**src/rtl/seg_spi_pkg.sv**
```systemverilog
package seg_spi_pkg;

    typedef enum logic [2:0] {
        ST_IDLE,
        ST_SETUP,
        ST_FETCH,
        ST_LOW,
        ST_HIGH,
        ST_TAIL
    } eng_state_e;

    localparam logic [2:0] ADDR_CTRL   = 3'd0;
    localparam logic [2:0] ADDR_CFG    = 3'd1;
    localparam logic [2:0] ADDR_CMD    = 3'd2;
    localparam logic [2:0] ADDR_STATUS = 3'd3;
    localparam logic [2:0] ADDR_TXD    = 3'd4;
    localparam logic [2:0] ADDR_RXD    = 3'd5;

    localparam int CTRL_OE_BIT  = 29;
    localparam int CTRL_RST_BIT = 30;
    localparam int CTRL_EN_BIT  = 31;

    localparam int CFG_PHASE_BIT = 30;
    localparam int CFG_POL_BIT   = 31;

    localparam int CMD_HOLD_BIT = 9;

    localparam logic [1:0] DIR_RX   = 2'd1;
    localparam logic [1:0] DIR_TX   = 2'd2;
    localparam logic [1:0] DIR_BOTH = 2'd3;

endpackage

```
**src/rtl/seg_spi_fifo.sv**
```systemverilog
module seg_spi_fifo #(
    parameter int WIDTH = 32,
    parameter int DEPTH = 8,
    localparam int AW = (DEPTH > 1) ? $clog2(DEPTH) : 1,
    localparam int CW = $clog2(DEPTH + 1)
) (
    input  logic             clk,
    input  logic             rst_n,
    input  logic             flush,
    input  logic             push,
    input  logic [WIDTH-1:0] wdata,
    input  logic             pop,
    output logic [WIDTH-1:0] rdata,
    output logic             full,
    output logic             empty,
    output logic [CW-1:0]    count
);

    logic [WIDTH-1:0] mem_q [DEPTH];
    logic [AW-1:0]    rptr_q, wptr_q;
    logic [CW-1:0]    cnt_q;
    logic             do_push, do_pop;

    assign full    = (cnt_q == CW'(DEPTH));
    assign empty   = (cnt_q == '0);
    assign count   = cnt_q;
    assign rdata   = mem_q[rptr_q];
    assign do_push = push && !full;
    assign do_pop  = pop && !empty;

    function automatic logic [AW-1:0] bump(input logic [AW-1:0] p);
        return (p == AW'(DEPTH - 1)) ? '0 : p + 1'b1;
    endfunction

    always_ff @(posedge clk or negedge rst_n) begin
        if (!rst_n) begin
            rptr_q <= '0;
            wptr_q <= '0;
            cnt_q  <= '0;
        end else if (flush) begin
            rptr_q <= '0;
            wptr_q <= '0;
            cnt_q  <= '0;
        end else begin
            if (do_push) wptr_q <= bump(wptr_q);
            if (do_pop)  rptr_q <= bump(rptr_q);
            if (do_push && !do_pop)      cnt_q <= cnt_q + 1'b1;
            else if (do_pop && !do_push) cnt_q <= cnt_q - 1'b1;
        end
    end

    always_ff @(posedge clk) begin
        if (do_push && !flush) mem_q[wptr_q] <= wdata;
    end

    assert_count_bound_R12: assert property (@(posedge clk) disable iff (!rst_n)
        cnt_q <= CW'(DEPTH));

endmodule

```
**src/rtl/seg_spi_engine.sv**
```systemverilog
module seg_spi_engine
    import seg_spi_pkg::*;
#(
    parameter int DIV_W = 16,
    parameter int LEN_W = 9
) (
    input  logic             clk,
    input  logic             rst_n,
    input  logic             flush,
    input  logic [DIV_W-1:0] div,
    input  logic             cpol,
    input  logic             cpha,
    input  logic             start,
    input  logic [LEN_W-1:0] len,
    input  logic [1:0]       dir,
    input  logic             hold,
    input  logic [31:0]      tx_word,
    input  logic             tx_empty,
    output logic             tx_pop,
    input  logic             rx_full,
    output logic             rx_push,
    output logic [31:0]      rx_word,
    input  logic             miso,
    output logic             sck,
    output logic             csb,
    output logic             mosi,
    output logic             busy
);

    eng_state_e       state_q, state_d;
    logic [DIV_W-1:0] tmr_q;
    logic [LEN_W-1:0] left_q;
    logic [1:0]       dir_q;
    logic             hold_q;
    logic [2:0]       bit_q;
    logic [1:0]       txl_q, rxl_q;
    logic [7:0]       txsh_q, rxsh_q;
    logic [31:0]      acc_q;
    logic             mosi_q, csb_q;

    logic       need_tx, need_rx, half_done, last_byte, fetch_ok, byte_end;
    logic [7:0] byte_in, byte_out;

    assign need_tx   = dir_q[1];
    assign need_rx   = dir_q[0];
    assign half_done = (tmr_q == '0);
    assign last_byte = (left_q == '0);
    assign fetch_ok  = (!need_tx || !tx_empty) && (!need_rx || !rx_full);
    assign byte_end  = (state_q == ST_HIGH) && half_done && (bit_q == 3'd7);
    assign byte_in   = cpha ? {rxsh_q[6:0], miso} : rxsh_q;
    assign byte_out  = need_tx ? tx_word[{txl_q, 3'b000} +: 8] : 8'h00;

    // next-state logic
    always_comb begin
        state_d = state_q;
        unique case (state_q)
            ST_IDLE:  if (start)     state_d = ST_SETUP;
            ST_SETUP: if (half_done) state_d = ST_FETCH;
            ST_FETCH: if (fetch_ok)  state_d = ST_LOW;
            ST_LOW:   if (half_done) state_d = ST_HIGH;
            ST_HIGH: begin
                if (half_done) begin
                    if (bit_q != 3'd7)  state_d = ST_LOW;
                    else if (last_byte) state_d = ST_TAIL;
                    else                state_d = ST_FETCH;
                end
            end
            ST_TAIL:  if (half_done) state_d = ST_IDLE;
            default:  state_d = ST_IDLE;
        endcase
        if (flush) state_d = ST_IDLE;
    end

    // state register
    always_ff @(posedge clk or negedge rst_n) begin
        if (!rst_n) state_q <= ST_IDLE;
        else        state_q <= state_d;
    end

    // outputs
    always_comb begin
        busy    = (state_q != ST_IDLE);
        sck     = (state_q == ST_HIGH) ^ cpol;
        csb     = csb_q;
        mosi    = mosi_q;
        tx_pop  = byte_end && need_tx && ((txl_q == 2'd3) || last_byte);
        rx_push = byte_end && need_rx && ((rxl_q == 2'd3) || last_byte);
        rx_word = acc_q | ({24'h0, byte_in} << {rxl_q, 3'b000});
    end

    // datapath
    always_ff @(posedge clk or negedge rst_n) begin
        if (!rst_n) begin
            tmr_q  <= '0;
            left_q <= '0;
            dir_q  <= '0;
            hold_q <= 1'b0;
            bit_q  <= '0;
            txl_q  <= '0;
            rxl_q  <= '0;
            txsh_q <= '0;
            rxsh_q <= '0;
            acc_q  <= '0;
            mosi_q <= 1'b0;
            csb_q  <= 1'b1;
        end else if (flush) begin
            tmr_q  <= '0;
            txl_q  <= '0;
            rxl_q  <= '0;
            acc_q  <= '0;
            mosi_q <= 1'b0;
            csb_q  <= 1'b1;
        end else begin
            if (state_d != state_q) tmr_q <= div;
            else if (!half_done)    tmr_q <= tmr_q - 1'b1;

            unique case (state_q)
                ST_IDLE: if (start) begin
                    dir_q  <= dir;
                    hold_q <= hold;
                    left_q <= len;
                    csb_q  <= 1'b0;
                    mosi_q <= 1'b0;
                end
                ST_FETCH: if (fetch_ok) begin
                    bit_q  <= '0;
                    rxsh_q <= '0;
                    if (!cpha) begin
                        mosi_q <= byte_out[7];
                        txsh_q <= {byte_out[6:0], 1'b0};
                    end else begin
                        txsh_q <= byte_out;
                    end
                end
                ST_LOW: if (half_done) begin
                    if (!cpha) begin
                        rxsh_q <= {rxsh_q[6:0], miso};
                    end else begin
                        mosi_q <= txsh_q[7];
                        txsh_q <= {txsh_q[6:0], 1'b0};
                    end
                end
                ST_HIGH: if (half_done) begin
                    if (cpha) begin
                        rxsh_q <= {rxsh_q[6:0], miso};
                    end else if (bit_q != 3'd7) begin
                        mosi_q <= txsh_q[7];
                        txsh_q <= {txsh_q[6:0], 1'b0};
                    end
                    if (bit_q != 3'd7) bit_q <= bit_q + 1'b1;
                    if (byte_end) begin
                        if (!last_byte) left_q <= left_q - 1'b1;
                        if (need_tx) txl_q <= tx_pop ? 2'd0 : txl_q + 1'b1;
                        if (need_rx) begin
                            if (rx_push) begin
                                acc_q <= '0;
                                rxl_q <= '0;
                            end else begin
                                acc_q <= rx_word;
                                rxl_q <= rxl_q + 1'b1;
                            end
                        end
                    end
                end
                ST_TAIL: if (half_done && !hold_q) csb_q <= 1'b1;
                default: ;
            endcase
        end
    end

    assert_no_rx_overflow_R7: assert property (@(posedge clk) disable iff (!rst_n)
        rx_push |-> !rx_full);
    assert_no_tx_underflow_R6: assert property (@(posedge clk) disable iff (!rst_n)
        tx_pop |-> !tx_empty);
    assert_sck_idle_R4: assert property (@(posedge clk) disable iff (!rst_n)
        csb |-> (sck == cpol));
    assert_rx_only_quiet_R8: assert property (@(posedge clk) disable iff (!rst_n)
        (busy && dir_q == DIR_RX) |-> !mosi);
    assert_flush_idle_R10: assert property (@(posedge clk) disable iff (!rst_n)
        flush |=> !busy);

endmodule

```
**src/rtl/seg_spi_host.sv**
```systemverilog
module seg_spi_host
    import seg_spi_pkg::*;
#(
    parameter int DIV_W    = 16,
    parameter int LEN_W    = 9,
    parameter int TX_DEPTH = 8,
    parameter int RX_DEPTH = 8,
    localparam int TXC_W   = $clog2(TX_DEPTH + 1),
    localparam int RXC_W   = $clog2(RX_DEPTH + 1)
) (
    input  logic        clk,
    input  logic        rst_n,
    input  logic        reg_we,
    input  logic        reg_re,
    input  logic [2:0]  reg_addr,
    input  logic [31:0] reg_wdata,
    output logic [31:0] reg_rdata,
    output logic        spi_sck,
    output logic        spi_csb,
    output logic        spi_mosi,
    input  logic        spi_miso
);

    logic             en_q, swrst_q, oe_q;
    logic [DIV_W-1:0] div_q;
    logic             cpol_q, cpha_q;

    logic             ready, accept, busy;
    logic             tx_push, tx_pop, tx_full, tx_empty;
    logic             rx_push, rx_pop, rx_full, rx_empty;
    logic [31:0]      tx_head, rx_head, rx_word;
    logic [TXC_W-1:0] tx_cnt;
    logic [RXC_W-1:0] rx_cnt;
    logic             eng_sck, eng_csb, eng_mosi;
    logic [1:0]       cmd_dir, cmd_speed;

    assign cmd_dir   = reg_wdata[13:12];
    assign cmd_speed = reg_wdata[11:10];
    assign ready     = en_q && !swrst_q && !busy;
    assign accept    = reg_we && (reg_addr == ADDR_CMD) && ready
                       && (cmd_dir != 2'd0) && (cmd_speed == 2'd0);
    assign tx_push   = reg_we && (reg_addr == ADDR_TXD);
    assign rx_pop    = reg_re && (reg_addr == ADDR_RXD);

    always_ff @(posedge clk or negedge rst_n) begin
        if (!rst_n) begin
            en_q    <= 1'b0;
            swrst_q <= 1'b0;
            oe_q    <= 1'b0;
            div_q   <= '0;
            cpol_q  <= 1'b0;
            cpha_q  <= 1'b0;
        end else if (reg_we) begin
            if (reg_addr == ADDR_CTRL) begin
                en_q    <= reg_wdata[CTRL_EN_BIT];
                swrst_q <= reg_wdata[CTRL_RST_BIT];
                oe_q    <= reg_wdata[CTRL_OE_BIT];
            end
            if (reg_addr == ADDR_CFG) begin
                div_q  <= reg_wdata[DIV_W-1:0];
                cpol_q <= reg_wdata[CFG_POL_BIT];
                cpha_q <= reg_wdata[CFG_PHASE_BIT];
            end
        end
    end

    seg_spi_fifo #(.WIDTH(32), .DEPTH(TX_DEPTH)) u_txq (
        .clk(clk), .rst_n(rst_n), .flush(swrst_q),
        .push(tx_push), .wdata(reg_wdata), .pop(tx_pop), .rdata(tx_head),
        .full(tx_full), .empty(tx_empty), .count(tx_cnt)
    );

    seg_spi_fifo #(.WIDTH(32), .DEPTH(RX_DEPTH)) u_rxq (
        .clk(clk), .rst_n(rst_n), .flush(swrst_q),
        .push(rx_push), .wdata(rx_word), .pop(rx_pop), .rdata(rx_head),
        .full(rx_full), .empty(rx_empty), .count(rx_cnt)
    );

    seg_spi_engine #(.DIV_W(DIV_W), .LEN_W(LEN_W)) u_eng (
        .clk(clk), .rst_n(rst_n), .flush(swrst_q),
        .div(div_q), .cpol(cpol_q), .cpha(cpha_q),
        .start(accept), .len(reg_wdata[LEN_W-1:0]), .dir(cmd_dir),
        .hold(reg_wdata[CMD_HOLD_BIT]),
        .tx_word(tx_head), .tx_empty(tx_empty), .tx_pop(tx_pop),
        .rx_full(rx_full), .rx_push(rx_push), .rx_word(rx_word),
        .miso(spi_miso), .sck(eng_sck), .csb(eng_csb), .mosi(eng_mosi),
        .busy(busy)
    );

    always_comb begin
        unique case (reg_addr)
            ADDR_CTRL:   reg_rdata = {en_q, swrst_q, oe_q, 29'h0};
            ADDR_CFG:    reg_rdata = {cpol_q, cpha_q, {(30-DIV_W){1'b0}}, div_q};
            ADDR_STATUS: reg_rdata = {ready, busy, 5'h0, rx_empty, 8'h0,
                                      8'(rx_cnt), 8'(tx_cnt)};
            ADDR_RXD:    reg_rdata = rx_empty ? 32'h0 : rx_head;
            default:     reg_rdata = 32'h0;
        endcase
    end

    assign spi_sck  = oe_q ? eng_sck  : cpol_q;
    assign spi_csb  = oe_q ? eng_csb  : 1'b1;
    assign spi_mosi = oe_q ? eng_mosi : 1'b0;

    assert_accept_busy_R2: assert property (@(posedge clk) disable iff (!rst_n)
        accept |=> busy);
    assert_pins_idle_R11: assert property (@(posedge clk) disable iff (!rst_n)
        !oe_q |-> (spi_csb && !spi_mosi));

endmodule

```
**config.mk**
```make
export PLATFORM = sky130hd
export DESIGN_NAME = seg_spi_host
export DESIGN_NICKNAME = d
export VERILOG_FILES = /design/src/rtl/seg_spi_pkg.sv /design/src/rtl/seg_spi_fifo.sv /design/src/rtl/seg_spi_engine.sv /design/src/rtl/seg_spi_host.sv
export SDC_FILE = /design/constraint.sdc
export NUM_CORES = 1
export LEC_CHECK = 0
export BUFFER_PORTS_ARGS = -buffer_cell sky130_fd_sc_hd__buf_2
export CAP_MARGIN = 30
export CORE_AREA = 2 2 299 374
export CTS_CLUSTER_SIZE = 30
export DETAILED_ROUTE_END_ITERATION = 10
export DIE_AREA = 0 0 301 376
export HOLD_SLACK_MARGIN = 0.02
export PLACE_DENSITY = 0.44
export SYNTH_ARGS = -nofsm -noshare
export SYNTH_HDL_FRONTEND = slang
export SYNTH_HIERARCHICAL = 1
export SYNTH_SLANG_ARGS = --single-unit
export TNS_END_PERCENT = 20
```
**constraint.sdc**
```tcl
create_clock -name clk -period 5.36 [get_ports clk]
set_clock_uncertainty 0.2 [all_clocks]
set_input_delay 1.072 -clock clk [delete_from_list [all_inputs] [get_ports clk]]
set_output_delay 1.072 -clock clk [all_outputs]
set_load 0.005 [all_outputs]
```
# Word level (Yosys, flattened, before mapping)
# Memories as Yosys holds them, arrays and structs flattened.
# Cells that the tools add are included.
# word_totals
register_bits	129
latchBits	0
mem_bits_rw	512
romBits	0
inputBits	40
output_inout_bits	35
word_cells	260
mem_count	2
# classes
addsub	13
n_mul	0
div_mod_pow	0
order_cmp	0
n_eq_ne	41
shifts	2
mux	95
bitwise_logic	3
reduce_logical	79
# memory_table
name	words	width	read_ports	rd_ports_with_merged_regs	wr	line	rtl
u_rxq.mem_q	8	32	1	0	1	seg_spi_fifo.sv:19	logic [WIDTH-1:0] mem_q [DEPTH];
u_txq.mem_q	8	32	1	0	1	seg_spi_fifo.sv:19	
# op_table
operator	count
two-way mux 32 bit	7
case mux 32 bit (4 select lines)	1
two-way mux 8 bit	13
two-way mux 3 bit	24
two-way mux 16 bit	3
case mux 8 bit (3 select lines)	2
two-way mux 9 bit	4
OR 32 bit	1
variable part select 32 x 6 -> 8 bit	1
<< shifter 8 x 5 -> 32 bit	1
equality test 3 bit, second input constant	9
logical AND 1 bit	26
two-way mux 2 bit	12
two-way mux 4 bit	6
nonzero test 2 bit	12
two-way mux 1 bit	18
inequality test 3 bit, second input constant	6
case mux 3 bit (6 select lines)	1
case mux 9 bit (2 select lines)	1
zero test 16 bit	1
subtractor 16 x 1 -> 16 bit, second input constant	1
adder 3 x 1 -> 3 bit, second input constant	5
inequality test 3 x 2 -> 1 bit, second input constant	5
nonzero test 3 bit	5
30 further kinds	68

# Depth between registers and ports, before layout
# Gate-level depths: netlist of the first run.
# logic_depth
ltp_word	12
depth_mapped	14
ltp_nobuf	14

# Hierarchy
# Netlist of the first run, hierarchy kept.
# by_module_without_submodules
module	n_inst	cells_each	area_each_um2	seq_area_each_um2
seg_spi_fifo at u_rxq	1	453	10309.9	7937.6
seg_spi_fifo at u_txq	1	451	10308.6	7937.6
seg_spi_engine	1	587	5276.3	2203.4
seg_spi_host	1	125	1315.0	525.5

# Worst setup path after synthesis of the first run
# Ideal clock, no wire load.
# synth_timing
kind	register to register
start	reg u_eng.tmr_q[12]
end	mem u_rxq.mem_q[0][0] (enable)
setup_ns	0.461
t_arrival_ns	4.516
required_time_ns	4.699
setup_slack_ns	0.183
stages_incl_launch_ff	9
path_buffers	1
period_less_slack_ns	5.177
path_cell_list	dfrtp_1 -> or3_1 -> or2_2 -> or4_4 -> nor2_1 -> buf_2 -> nor3b_1 -> nand2b_1 -> nor3_1
# synth_between
elab_chain_cells	9
# synth_lines
element	line	rtl
start, declared	seg_spi_engine.sv:31	logic [DIV_W-1:0] tmr_q;
start signal, assigned	seg_spi_engine.sv:114	if (state_d != state_q) tmr_q <= div;
start signal, assigned	seg_spi_engine.sv:115	else if (!half_done) tmr_q <= tmr_q - 1'b1;
zero test 16 bit	seg_spi_engine.sv:46	assign half_done = (tmr_q == '0);
logical AND 1 bit (2 in series)	seg_spi_engine.sv:49	assign byte_end = (state_q == ST_HIGH) && half_done && (bit_q == 3'd7);
logical AND 1 bit (2 in series)	seg_spi_engine.sv:87	rx_push = byte_end && need_rx && ((rxl_q == 2'd3) || last_byte);
net rx_push	seg_spi_host.sv:30	logic rx_push, rx_pop, rx_full, rx_empty;
logical AND 1 bit	seg_spi_fifo.sv:28	assign do_push = push && !full;
logical AND 1 bit	seg_spi_fifo.sv:53	if (do_push && !flush) mem_q[wptr_q] <= wdata;
two-way mux 1 bit	seg_spi_fifo.sv:53	
two-way mux 1 bit (implied by the code)	seg_spi_fifo.sv:53	
end, declared	seg_spi_fifo.sv:19	
# The timed path passes the listed nets, and every way through them passes these cells.

# Worst setup path in the final report of the first run
# layout_timing
start	reg u_rxq.cnt_q[0], in the netlist u_rxq/count[0]
end	out reg_rdata[7]
# layout_between
elab_chain_cells	3
# layout_lines
element	line	rtl
start, declared	seg_spi_fifo.sv:21	logic [CW-1:0] cnt_q;
start signal, assigned	seg_spi_fifo.sv:47	if (do_push && !do_pop) cnt_q <= cnt_q + 1'b1;
start signal, assigned	seg_spi_fifo.sv:48	else if (do_pop && !do_push) cnt_q <= cnt_q - 1'b1;
zero test 4 bit	seg_spi_fifo.sv:25	assign empty = (cnt_q == '0);
net rx_empty	seg_spi_host.sv:30	
two-way mux 32 bit	seg_spi_host.sv:96	ADDR_RXD: reg_rdata = rx_empty ? 32'h0 : rx_head;
case mux 32 bit (4 select lines)	seg_spi_host.sv:91	unique case (reg_addr)
end, declared	seg_spi_host.sv:17	output logic [31:0] reg_rdata,
# The timed path passes the listed nets, and every way through them passes these cells.

==> impl_metrics.tcl, run 1 <==
set metrics [dict create \
    outcome "finished clean" \
    fin_ws_ns 0.886 \
    crit_start "u_rxq/count[0]" \
    ios 75 \
    worst_pin_slew_ns 0.991 \
    ir_worst_vdd_mv 0.231 \
    slew-limit-headroom_pct 33.3 \
    final_util_pct 28.9 \
    wirelength_mm 71.5 \
    r2r-start "u_eng/tmr_q[0]" \
    clk_latency_ns 0.61 \
    grt_first_pass_wirelength_mm 105 \
    highest_layer "met5" \
    die_y_microns 376 \
    setup_viol 0 \
    cts_root_buf "clkbuf_16" \
    final_net_count 1773 \
    postCtsSetupRepairBufs 0 \
    rows 136 \
    crit_path_start_kind "flip-flop" \
    cp-end-kind "primary output" \
    vias 14706 \
    synth_edf_count 512 \
    numCtsBuffers 70 \
    overflow 0 \
    tns_ns 0 \
    hold_violations 0 \
    drive_gt1_share_pct 28.2 \
    cts.sinks 641 \
    port_buffers 74 \
    yosys.area.top_type_share_pct 56.5 \
    cts-hold-fix-buffers 0 \
    synthesis.area_sq_um 27200 \
    wl_met1_mm 30.6 \
    synthCells 1616 \
    cp.required_ns 4.09 \
    worst-path-max-fanout 18 \
    vias_per_cell 4.57 \
    power_density_nw_per_um2 342 \
    hpwl_mm 44.3 \
    rsz0062_at_grt "no" \
    areaGrowthSynthToFinish_pct 16.4 \
    first_global_vias 15527 \
    drt_iter0_drc 973 \
    firstDrtPassIters 5 \
    worstSetupPathType "flip-flop to primary output" \
    p_leak_uw 0.0104 \
    r2r-end "u_rxq/mem_q[7][23]" \
    place_ws_ns 1.29 \
    endpoint "reg_rdata[7]" \
    maxCapViolCount 0 \
    r2r_slack_ns 1.28 \
    async_flop_share_pct 20.1 \
    ys_seq_area_share_pct 68.4 \
    synthTopCellsByCount "512 x edfxtp_1, 136 x mux4_2, 130 x nand2_1, 128 x dfrtp_1, 113 x mux2_2" \
    grt_antenna_before_repair 8 \
    wl_per_cell_microns 22.2 \
    initial_core_util_pct 24.8 \
    antenna_cells 0 \
    period_needed_ns 4.47 \
    htree_levels 3 \
    cts_resized 0 \
    dieArea_sq_um 113000 \
    yosys.cell_count.top_type "edfxtp_1" \
    cts_tree "yes" \
    grt_use_total_pct 12.6 \
    core_sq_um 110000 \
    rr_worst_depth 11 \
    synth-seq-cells 641 \
    drc 0 \
    fmax_mhz 224 \
    fin_crit_sh_pct 83.5 \
    synth_top_area_cell "edfxtp_1" \
    grt_max_degree 82 \
    route.met3.wl_mm 2.32 \
    avgSynthCellArea_sq_um 16.8 \
    synth_cell_types 76 \
    cts.reportedPaths.clkPinSlew_ns 0.07 \
    arrival_ns 3.20 \
    die_w_microns 301 \
    synthesis.nets 1677 \
    yosys_most_used_dff "edfxtp_1" \
    synthTopCellsByArea "edfxtp_1 57%, dfrtp_1 12%, mux4_2 11%, mux2_2 4.7%, nand2_1 1.8%" \
    ys_warn_count 6 \
    clockBufferDepth 3 \
    hp-class "input pin to async pin" \
    wl_met2_mm 37.3 \
    ant_nets 0 \
    drv_slew 0 \
    gp_congestion 0.791 \
]
-- logic make-up after synthesis --
logic type	count (synthesis)	share of synthesized area [%]
buf+inv	136	2.20
mux	281	17.2
simple gates	322	5.85
compound gates	196	4.79
flops	641	68.4
xor+xnor	19	0.612
fa+ha+maj	21	1.02
-- worst max-delay path, stage by stage, from the launching register on --
cell      delay [ns]
dfrtp_1         0.51
nor4_1          0.89
and4bb_2        0.52
buf_4           0.29
a22o_1          0.25
buf_2           0.12
-- how the worst min path moves through the flow --
stage,startpoint,to,slack [ns],cells past startpoint
2_1_floorplan,u_eng/hold_q,u_eng/csb,0.19,1
3_3_place_gp,u_eng/hold_q,u_eng/csb,0.22,1
3_5_place_dp,u_eng/hold_q,u_eng/csb,0.23,1
4_1_cts,rst_n,u_eng/acc_q[22],0.08,1
5_1_grt,rst_n,u_eng/acc_q[22],0.10,1
6_report,rst_n,u_eng/acc_q[22],0.11,1
-- state kept, by name, summed over array words and instances (netlist names), 3 cells and up --
name	cells
u_eng/acc_q	32
u_txq/count	4
u_eng/left_q	9
u_rxq/rptr_q	3
u_txq/rptr_q	3
u_rxq/wptr_q	3
u_eng/rxsh_q	8
u_eng/state_q	3
u_rxq/mem_q	256
u_eng/txsh_q	8
u_txq/wptr_q	3
u_txq/mem_q	256
u_eng/tmr_q	16
div_q	16
u_eng/bit_q	3
u_rxq/count	4
-- power by group --
part           internal [uW]  switching, uW
registers               5430            121
clock network           2660           1980
logic                    234            400
-- placed cells by master, fill, tap and decap left out, drive strengths merged, types with 3 or more instances in the layout --
cell,synthesis,routed
edfxtp,512,512
mux4,136,136
nand2,130,130
dfrtp,128,128
mux2,123,123
buf,37,111
clkbuf,50,96
nor2,68,68
a21oi,59,59
o21ai,55,55
inv,48,50
clkinv,1,25
mux2i,22,22
nand3,22,22
a22o,21,21
and2,19,19
ha,19,19
nor3,19,19
a22oi,12,12
nand2b,12,12
xor2,11,11
a211oi,8,8
xnor2,8,8
nor4,8,8
nor2b,7,7
nor3b,7,7
o31ai,6,6
o22a,5,5
nand4,5,5
or4,5,5
or3,4,4
bufinv,0,3
a31oi,3,3
o41ai,3,3
-- area by class of cell --
cell class              count  area [sq um]
flip-flops and latches    641         18600
clock buffers              96          1910
well taps                1449          1810
repair buffers            111           732
fillers                 11026         78100
multi-input cells         839          8120
inverters                  49           184
clock inverters            31           287
-- per-stage QoR --
step | instances | cell area (sq um) | power (uW) | hold WS [ns]
5_1_grt | 3216 | 31700 | 11200 | 0.102
4_1_cts | 3215 | 31700 | 11000 | 0.0843
2_1_floorplan | 1616 | 27200 | 6020 | 0.193
3_3_place_gp | 3086 | 29400 | 6290 | 0.219
3_5_place_dp | 3088 | 29500 | 6290 | 0.234
6_report | 3216 | 31700 | 10800 | 0.113
-- routing by layer --
layer	vias up	GRT usage [%]
li1	6509	-
met1	7845	15.8
met2	266	22.7
met3	84	1.75
met4	2	3.13
met5	-	0
Note: power is estimated with default switching activity, not from simulation.
==> run 2: changes to the inputs <==
==> constraint.sdc (replaced) <==
create_clock -name clk -period 3.78 [get_ports clk]
set_clock_uncertainty 0.2 [all_clocks]
set_input_delay 0.756 -clock clk [delete_from_list [all_inputs] [get_ports clk]]
set_output_delay 0.756 -clock clk [all_outputs]
set_load 0.005 [all_outputs]
==> impl_metrics.tcl, run 2 (synthesis results as in run 1) <==
set metrics [dict create \
    outcome "finished clean" \
    slew-limit-headroom_pct 39.4 \
    cts_root_buf "clkbuf_16" \
    hpwl_mm 47.9 \
    cts.reportedPaths.clkPinSlew_ns 0.06 \
    die_y_microns 376 \
    place_ws_ns -0.0268 \
    gp_congestion 0.803 \
    crit_path_start_kind "flip-flop" \
    hold_ws_ns 0.202 \
    grt_use_total_pct 13.1 \
    biggestRegsByFlops "u_rxq/mem_q: 256 flops, u_txq/mem_q: 256 flops, u_eng/acc_q: 32 flops" \
    clockBufferDepth 3 \
    hold_path_end "u_txq/mem_q[2][26]" \
    drive_gt1_share_pct 31.3 \
    p_leak_uw 0.0108 \
    fmax_mhz 273 \
    maxCapViolCount 0 \
    rr_worst_depth 11 \
    port_buffers 74 \
    worstSetupPathType "flip-flop to flip-flop" \
    dieArea_sq_um 113000 \
    cp-end-kind "flip-flop" \
    grt_antenna_before_repair 9 \
    worst_pin_slew_ns 0.906 \
    hold_depth 1 \
    grt_max_degree 62 \
    overflow 0 \
    wl_per_cell_microns 22.4 \
    rsz0062_at_grt "yes" \
    wirelength_mm 73.7 \
    htree_levels 3 \
    hold_violations 0 \
    final_common_cell "edfxtp_1" \
    drt_iter0_drc 1020 \
    final.fill_count 10886 \
    ir_worst_vdd_mv 0.374 \
    worst-path-max-fanout 23 \
    die_w_microns 301 \
    vias_per_cell 4.55 \
    setup_viol 0 \
    grt_first_pass_wirelength_mm 109 \
    layout_common_cells "512 x edfxtp_1, 136 x mux4_2, 130 x nand2_1" \
    clk_latency_ns 0.63 \
    finalInstanceArea_sq_um 32700 \
    cts.sinks 641 \
    hold_start "reg_wdata[26]" \
    placedCellCount 3139 \
    cp.required_ns 3.88 \
    drv_slew 0 \
    final_util_pct 29.8 \
    firstDrtPassIters 7 \
    ios 75 \
    r2r-start "u_eng/tmr_q[12]" \
    vias 14951 \
    multi_input_area_sq_um 8200 \
    final_net_count 1834 \
    arrival_ns 3.76 \
    dpl_cell_area_sq_um 30100 \
    regArea_sq_um 18600 \
    ant_nets 0 \
    fin_ws_ns 0.118 \
    rows 136 \
    areaGrowthSynthToFinish_pct 20.1 \
    first_global_vias 15994 \
    fin_crit_sh_pct 96.9 \
    cts_tree "yes" \
    numCtsBuffers 75 \
    core_sq_um 110000 \
    drc 0 \
    fin_cells 3287 \
    initial_core_util_pct 24.8 \
    period_needed_ns 3.66 \
    r2r-end "u_rxq/mem_q[1][23]" \
    r2r_slack_ns 0.12 \
    hp-class "input pin to flip-flop" \
    power_density_nw_per_um2 483 \
]
==> run 2: cell types whose count changed in the layout (fill, tap and decap cells not counted), sizes merged <==
cell	before	now
clkinv	25	30
inv	50	49
clkbuf	96	98
dlygate4sd3	0	1
buf	111	166
diode	0	5
clkinvlp	2	5
bufinv	3	4
==> run 2: through the flow <==
step / power [uW] / setup TNS, ns
floorplan: 8540 / -134.42
global placement: 8930 / 0
detailed placement: 8950 / -0.0268
CTS: 16000 / 0
global route: 16400 / -0.0391
finish: 15800 / 0
==> run 2: layout make-up <==
class	instances	share of cell area (%)
sequential	641	57.0
multi-input combinational	839	25.1
clock buffer	98	6.22
tap	1449	5.55
timing repair buffer	167	4.48
clock inverter	39	1.07
inverter	49	0.563
antenna	5	0.0383
==> run 2: worst max-delay path, cell delays in order, from the launching register on <==
cell	delay, ns
dfrtp_1	0.41
or3_1	0.42
or2_2	0.35
or4_4	0.57
nor2_1	0.13
buf_4	0.18
nor3b_2	0.25
buf_4	0.15
nand2_1	0.05
buf_4	0.18
nor3_4	0.18
buf_12	0.27
==> run 2: per-layer routing <==
metal  track usage [%]  share of wire (%)
met1              15.9                 41
met2              22.9                 51
met3              2.73                5.0
met4              4.67                3.4
met5                 0              0.019
==> run 2: worst max path at each step <==
| stage | from | endpoint | cells past startpoint |
|---|---|---|---|
| final | u_eng/tmr_q[12] | u_rxq/mem_q[1][23] | 11 |
| after global routing | u_eng/tmr_q[0] | u_txq/count[3] | 16 |
| after CTS | u_eng/tmr_q[0] | u_txq/count[3] | 16 |
| after detailed placement | u_eng/tmr_q[6] | u_txq/count[3] | 14 |
| after global placement | u_eng/tmr_q[12] | u_rxq/mem_q[1][28] | 11 |
| after floorplan | reg_addr[1] | u_txq/mem_q[1][0] | 6 |
==> run 2: what timing repair did <==
item | CTS | global route
setup buffers | 5 | 0
gates resized for setup | 4 | 6
endpoints found under the hold margin | 59 | 0
pin swaps | 0 | 0
hold buffers | 1 | 0
endpoints found under the setup margin | 33 | 226
==> run 2: where the power goes <==
| part | internal [uW] | total [uW] | leakage, uW | switching (uW) |
|---|---|---|---|---|
| registers | 7700 | 7880 | 0.00594 | 180 |
| logic | 366 | 938 | 0.00373 | 571 |
| clock network | 4080 | 6960 | 0.00116 | 2870 |
| total | 12200 | 15800 | 0.0108 | 3630 |
